--- config.mk ---
export PLATFORM = sky130hd
export DESIGN_NAME = phase_pwm
export DESIGN_NICKNAME = d
export VERILOG_FILES = /design/src/rtl/phase_pwm_pkg.sv /design/src/rtl/pwm_shadow_regs.sv /design/src/rtl/pwm_active_regs.sv /design/src/rtl/pwm_phase_acc.sv /design/src/rtl/pwm_threshold.sv /design/src/rtl/phase_pwm.sv
export SDC_FILE = /design/constraint.sdc
export NUM_CORES = 1
export LEC_CHECK = 0
export ABC_CLOCK_PERIOD_IN_PS = 3100
export BUFFER_PORTS_ARGS = -buffer_cell sky130_fd_sc_hd__buf_2
export CORE_MARGIN = 4
export CORE_UTILIZATION = 45
export DETAILED_ROUTE_END_ITERATION = 12
export PLACE_DENSITY_LB_ADDON = 0.15
export SKIP_CTS_REPAIR_TIMING = 1
export SLEW_MARGIN = 30
export SYNTH_ARGS = -nofsm -noshare
export SYNTH_HDL_FRONTEND = slang
export SYNTH_SLANG_ARGS = --single-unit
--- constraint.sdc ---
create_clock -name clk -period 3.1 [get_ports clk]
set_input_delay 0.62 -clock clk [delete_from_list [all_inputs] [get_ports clk]]
set_output_delay 0.62 -clock clk [all_outputs]
set_load 0.03 [all_outputs]
--- src/rtl/phase_pwm_pkg.sv ---
package phase_pwm_pkg;
  localparam int REG_W   = 32;
  localparam int ACC_W   = 16;
  localparam int INC_W   = ACC_W;
  localparam int DIV_W   = 8;
  localparam int EN_BIT  = 31;
  localparam int UPD_BIT = 30;
  localparam int INC_LSB = 8;
  localparam int DIV_LSB = 0;
  localparam logic [INC_W-1:0] INC_MAX = 16'h8002;

  typedef struct packed {
    logic [INC_W-1:0] inc;
    logic [DIV_W-1:0] div;
  } pwm_cfg_t;

  function automatic logic [INC_W-1:0] clamp_inc(input logic [INC_W-1:0] v);
    return (v > INC_MAX) ? INC_MAX : v;
  endfunction
endpackage

--- src/rtl/pwm_shadow_regs.sv ---
module pwm_shadow_regs
  import phase_pwm_pkg::*;
#(
  parameter bit OVER_RANGE_DROP = 1'b0
) (
  input  logic             clk,
  input  logic             rst_n,
  input  logic             wr_en,
  input  logic [REG_W-1:0] wr_data,
  input  logic             xfer,
  output logic             en,
  output logic             pend,
  output pwm_cfg_t         shadow,
  output logic [REG_W-1:0] rd_data
);
  localparam logic [REG_W-1:0] USED_MASK =
    (REG_W'(1) << EN_BIT) | (REG_W'(1) << UPD_BIT) |
    (((REG_W'(1) << INC_W) - REG_W'(1)) << INC_LSB) |
    (((REG_W'(1) << DIV_W) - REG_W'(1)) << DIV_LSB);

  logic [INC_W-1:0] wr_inc;
  logic [INC_W-1:0] next_inc;
  logic             unused_pad;

  assign wr_inc     = wr_data[INC_LSB +: INC_W];
  assign unused_pad = |(wr_data & ~USED_MASK);

  generate
    if (OVER_RANGE_DROP) begin : g_drop
      assign next_inc = (wr_inc > INC_MAX) ? shadow.inc : wr_inc;
    end else begin : g_sat
      assign next_inc = clamp_inc(wr_inc);
    end
  endgenerate

  always_ff @(posedge clk) begin
    if (!rst_n) begin
      en     <= 1'b0;
      pend   <= 1'b0;
      shadow <= '0;
    end else begin
      if (xfer) pend <= 1'b0;
      if (wr_en) begin
        en         <= wr_data[EN_BIT];
        if (wr_data[UPD_BIT]) pend <= 1'b1;
        shadow.inc <= next_inc;
        shadow.div <= wr_data[DIV_LSB +: DIV_W];
      end
    end
  end

  always_comb begin
    rd_data                    = '0;
    rd_data[EN_BIT]            = en;
    rd_data[UPD_BIT]           = pend;
    rd_data[INC_LSB +: INC_W]  = shadow.inc;
    rd_data[DIV_LSB +: DIV_W]  = shadow.div;
  end
endmodule

--- src/rtl/pwm_active_regs.sv ---
module pwm_active_regs
  import phase_pwm_pkg::*;
(
  input  logic     clk,
  input  logic     rst_n,
  input  logic     load,
  input  pwm_cfg_t shadow,
  output pwm_cfg_t active
);
  always_ff @(posedge clk) begin
    if (!rst_n)    active <= '0;
    else if (load) active <= shadow;
  end
endmodule

--- src/rtl/pwm_phase_acc.sv ---
module pwm_phase_acc
  import phase_pwm_pkg::*;
(
  input  logic             clk,
  input  logic             rst_n,
  input  logic             en,
  input  logic [INC_W-1:0] inc,
  output logic [ACC_W-1:0] acc,
  output logic             run,
  output logic             start,
  output logic             wrap
);
  logic             en_d;
  logic [ACC_W:0]   sum;

  assign run   = en & en_d;
  assign start = en & ~en_d;
  assign sum   = {1'b0, acc} + {1'b0, inc};
  assign wrap  = run & sum[ACC_W];

  always_ff @(posedge clk) begin
    if (!rst_n) begin
      en_d <= 1'b0;
      acc  <= '0;
    end else begin
      en_d <= en;
      acc  <= run ? sum[ACC_W-1:0] : '0;
    end
  end
endmodule

--- src/rtl/pwm_threshold.sv ---
module pwm_threshold
  import phase_pwm_pkg::*;
(
  input  logic             run,
  input  logic [ACC_W-1:0] acc,
  input  logic [DIV_W-1:0] div,
  output logic             out
);
  assign out = run & (acc[ACC_W-1 -: DIV_W] >= div);
endmodule

--- src/rtl/phase_pwm.sv ---
module phase_pwm
  import phase_pwm_pkg::*;
#(
  parameter bit OVER_RANGE_DROP = 1'b0
) (
  input  logic             clk,
  input  logic             rst_n,
  input  logic             reg_wr_en,
  input  logic [REG_W-1:0] reg_wr_data,
  output logic [REG_W-1:0] reg_rd_data,
  output logic             pwm_out
);
  logic             en, pend, run, start, wrap, xfer;
  pwm_cfg_t         shadow_cfg, act_cfg;
  logic [ACC_W-1:0] acc;

  assign xfer = pend & (start | wrap);

  pwm_shadow_regs #(.OVER_RANGE_DROP(OVER_RANGE_DROP)) u_shadow (
    .clk(clk), .rst_n(rst_n), .wr_en(reg_wr_en), .wr_data(reg_wr_data),
    .xfer(xfer), .en(en), .pend(pend), .shadow(shadow_cfg), .rd_data(reg_rd_data)
  );

  pwm_active_regs u_active (
    .clk(clk), .rst_n(rst_n), .load(xfer), .shadow(shadow_cfg), .active(act_cfg)
  );

  pwm_phase_acc u_acc (
    .clk(clk), .rst_n(rst_n), .en(en), .inc(act_cfg.inc),
    .acc(acc), .run(run), .start(start), .wrap(wrap)
  );

  pwm_threshold u_cmp (
    .run(run), .acc(acc), .div(act_cfg.div), .out(pwm_out)
  );
endmodule

==> impl_summary.log <==
[metrics] run status: finished clean
[metrics] final period utilization: 0.815
[metrics] total via count in the routed design: about 2,800
[metrics] slew at the pin closest to its max-slew limit: 761 ps
[metrics] remaining max-slew budget at the tightest pin: 0.492
[metrics] buffer levels on the longest clock path: 2
[metrics] unrepaired setup endpoints after global routing: no
[metrics] post-route setup TNS: 0 ps
[metrics] placed cell areas: around 3800 sq um
[metrics] final count of pins violating max slew: 0
[metrics] antenna cell count: 0
[metrics] type of the worst setup path: reg -> out
[metrics] fmax: about 400 MHz
[metrics] DRT antenna net count: 0
[metrics] H-tree level count: 3
[metrics] clock tree from TritonCTS: yes
[metrics] VDD IR max: ~0.00030 V
[metrics] cell depth of the worst flop-to-flop path: 7
[metrics] library cell used as clock root buffer: sky130_fd_sc_hd__clkbuf_8
[metrics] number of design rule violations left after detail routing: 0
[metrics] fraction of layout cells with a size suffix above 1: 0.196
[metrics] nets: between 500 and 600
[metrics] overflow left after global routing: 0
[metrics] final wirelength: ~7.7 mm
[metrics] cell types with the largest area share after synthesis: sky130_fd_sc_hd__dfxtp_1 37%, sky130_fd_sc_hd__mux2i_1 10%, sky130_fd_sc_hd__ha_1 8.4%
[metrics] fraction of registers with async set or reset after synthesis: 0
[metrics] number of failing hold endpoints at the final stage: 0
[metrics] Yosys top cell area share: 0.373
[metrics] area of the core: roughly 7700 sq um
[metrics] number of enable flip-flop cells after synthesis: 0
[metrics] final design area excluding fillers: 4110 sq um
[metrics] PwrDens: 475 nW/um^2
[metrics] number of warning messages in the yosys log: 0
[metrics] startpoint of the worst register-to-register path: u_acc.acc[9]
[metrics] source-to-sink clock delay at the later pin of the worst-skew pair: ~340 ps
[metrics] biggest area consumer among synthesized cells: sky130_fd_sc_hd__dfxtp_1
[metrics] overall die height: around 97 um
[metrics] number of primary I/O pins: 68
[metrics] Crit path arrival time: around 1900 ps
[metrics] Max-Cap Viols: 0
[metrics] area enclosed by the die boundary: 9480 sq um
[metrics] sink of the worst hold path: u_active.active[1]
[metrics] worst-path fanout max: 2
[metrics] Synth cell types: 56
[metrics] post-synthesis cell count: between 400 and 500
[metrics] number of setup violations in the final report: 0
[metrics] reg2reg setup slack: slightly above 800 ps
[metrics] netlist area before placement: about 3600 sq um
[metrics] total clock buffers created by CTS: 9
[metrics] total power consumption of the routed design: between 1500 and 2000 uW
[metrics] post-synthesis area per instance: approximately 9 sq um
[metrics] worst hold path type: reg -> reg
[metrics] global-route wire length before repair: about 13 mm
[metrics] number of detailed-route iterations in the first pass: 4
[metrics] count of routing violations after the opening detailed-route iteration: between 100 and 150
[metrics] Row Count: 32
[metrics] crit end category: primary output
[metrics] Final Instance Count excl. Fillers: between 500 and 600
[metrics] average detailed-routed wire length per instance: roughly 14 um
[metrics] number of antenna violations at the first check in global routing: 0
[metrics] clock transition at the registers of the reported paths: ~80 ps
[metrics] global-route usage over all layers: 0.171
[metrics] end of the worst register-to-register path: u_active.active[11]
[metrics] Hold Startpoint: u_active.active[1]
[metrics] pin count of the biggest net entering global routing: 53
[metrics] weighted congestion reported at the end of routability-driven placement: about 0.8
[metrics] count of clock tree sinks: 67
[metrics] setup clock skew after layout: between 7 and 8 ps
[metrics] post-detailed-route via-to-cell ratio: ~5.1
[metrics] post-synthesis sequential area ratio: 0.373
[metrics] Post-Place Cells: 539
[metrics] most repeated cell in the gate-level netlist after synthesis: sky130_fd_sc_hd__dfxtp_1
[metrics] via count of the first global-routing pass: roughly 2,800
[metrics] type of origin of the critical path: flop
[metrics] Synth-to-Final Area Change: 14.3%
[metrics] required time worst endpoint: 2480 ps
[metrics] commonest cells in the netlist: 67 x sky130_fd_sc_hd__dfxtp_1, 61 x sky130_fd_sc_hd__nand2_1, 36 x sky130_fd_sc_hd__mux2i_1, 36 x sky130_fd_sc_hd__nor2_1, 31 x sky130_fd_sc_hd__a21oi_1
[metrics] Leakage: 0.00179 uW
[metrics] Initial Utilization: 0.465
[metrics] placed wire-length estimate: roughly 5.7 mm
[metrics] number of cells on the worst hold path: 2
[metrics] post-layout minimum cycle time: around 2500 ps
[metrics] width of the die: slightly below 100 um
[metrics] synthesized flop and latch total: 67
[metrics] most instantiated flip-flop cell in the synthesis netlist: sky130_fd_sc_hd__dfxtp_1
[metrics] Port-buffer cells: 55
## layer usage
metal	GRT usage	vias to the layer above	wire length, um
met3	0.0266	12	364
met2	0.245	69	3200
met4	0.0703	0	132
li1	-	1464	-
met1	0.254	1286	4040
met5	0	-	0
## worst max-delay path by stage
stage	startpoint	to	cells after the start	slack, ps
3_3_place_gp	u_acc.acc[9]	u_active.active[5]	6	600
6_report	u_acc.acc[8]	pwm_out	8	570
5_1_grt	u_acc.acc[8]	pwm_out	8	430
2_1_floorplan	u_active.active[8]	u_active.active[0]	8	1070
4_1_cts	u_acc.acc[11]	u_active.active[6]	6	540
3_5_place_dp	u_acc.acc[9]	u_active.active[6]	6	570
## layout by cell type (no fill, tap or decap), drive strengths merged, types with 6 or more instances in the layout
cell type,Yosys,final
clkbuf,13,10
nand2,62,62
mux2i,36,36
nand3,6,6
ha,24,24
o21ai,9,9
nor2b,17,17
dfxtp,67,67
nor3,6,6
buf,16,58
a21oi,33,33
nand4,6,6
nor2,36,36
inv,14,14
a21o,10,10
conb,1,6
## kinds of logic (layout without fill, tap and decap cells)
| group | count (synthesis) | in the layout | synth area share |
|---|---|---|---|
| AOI/OAI and AO/OA | 75 | 75 | 0.148 |
| xor gates and xnor gates | 6 | 6 | 0.0146 |
| adders and majority gates | 25 | 25 | 0.0892 |
| buffers and inverters | 43 | 88 | 0.0728 |
| DFF | 67 | 67 | 0.373 |
| muxes | 36 | 36 | 0.100 |
| other | 1 | 6 | 0.00104 |
| and+or+nand+nor | 151 | 151 | 0.200 |
## where the power goes
part | total [uW] | switching [uW] | internal (uW)
clock network | 902 | 344 | 557
logic | 153 | 102 | 51.3
registers | 895 | 15.9 | 879
total | 1950 | 462 | 1490
## critical path, cell delays in order, from the launching register on
cell                       delay, ps
sky130_fd_sc_hd__dfxtp_1         330
sky130_fd_sc_hd__inv_1            70
sky130_fd_sc_hd__ha_1            270
sky130_fd_sc_hd__nand2b_1        150
sky130_fd_sc_hd__a21o_1          170
sky130_fd_sc_hd__a21oi_1         150
sky130_fd_sc_hd__o21ai_0         100
sky130_fd_sc_hd__o2111a_1        150
sky130_fd_sc_hd__buf_2           180
## cell type report
type                       instances  area (sq um)
clock inverter                     6           113
fill                             722          3620
tap                              102           128
multi-input combinational        299          2010
clock buffer                      10           138
timing repair buffer              58           318
inverter                          14          60.1
sequential                        67          1340
## state kept, by name (all words and copies together) (netlist names)
| signal | cells |
|---|---|
| u_acc.en_d | 1 |
| u_shadow.en | 1 |
| u_active.active | 24 |
| u_shadow.rd_data | 24 |
| u_acc.acc | 16 |
| u_shadow.pend | 1 |
## through the flow
step           hold WS (ps)  utilization  setup slack, ps
2_1_floorplan           435            -             1070
3_3_place_gp            447        0.495              597
3_5_place_dp            452        0.495              569
4_1_cts                 463        0.528              544
5_1_grt                 488        0.531              432
6_report                457        0.531              572
(Power assumes the default switching activity.)
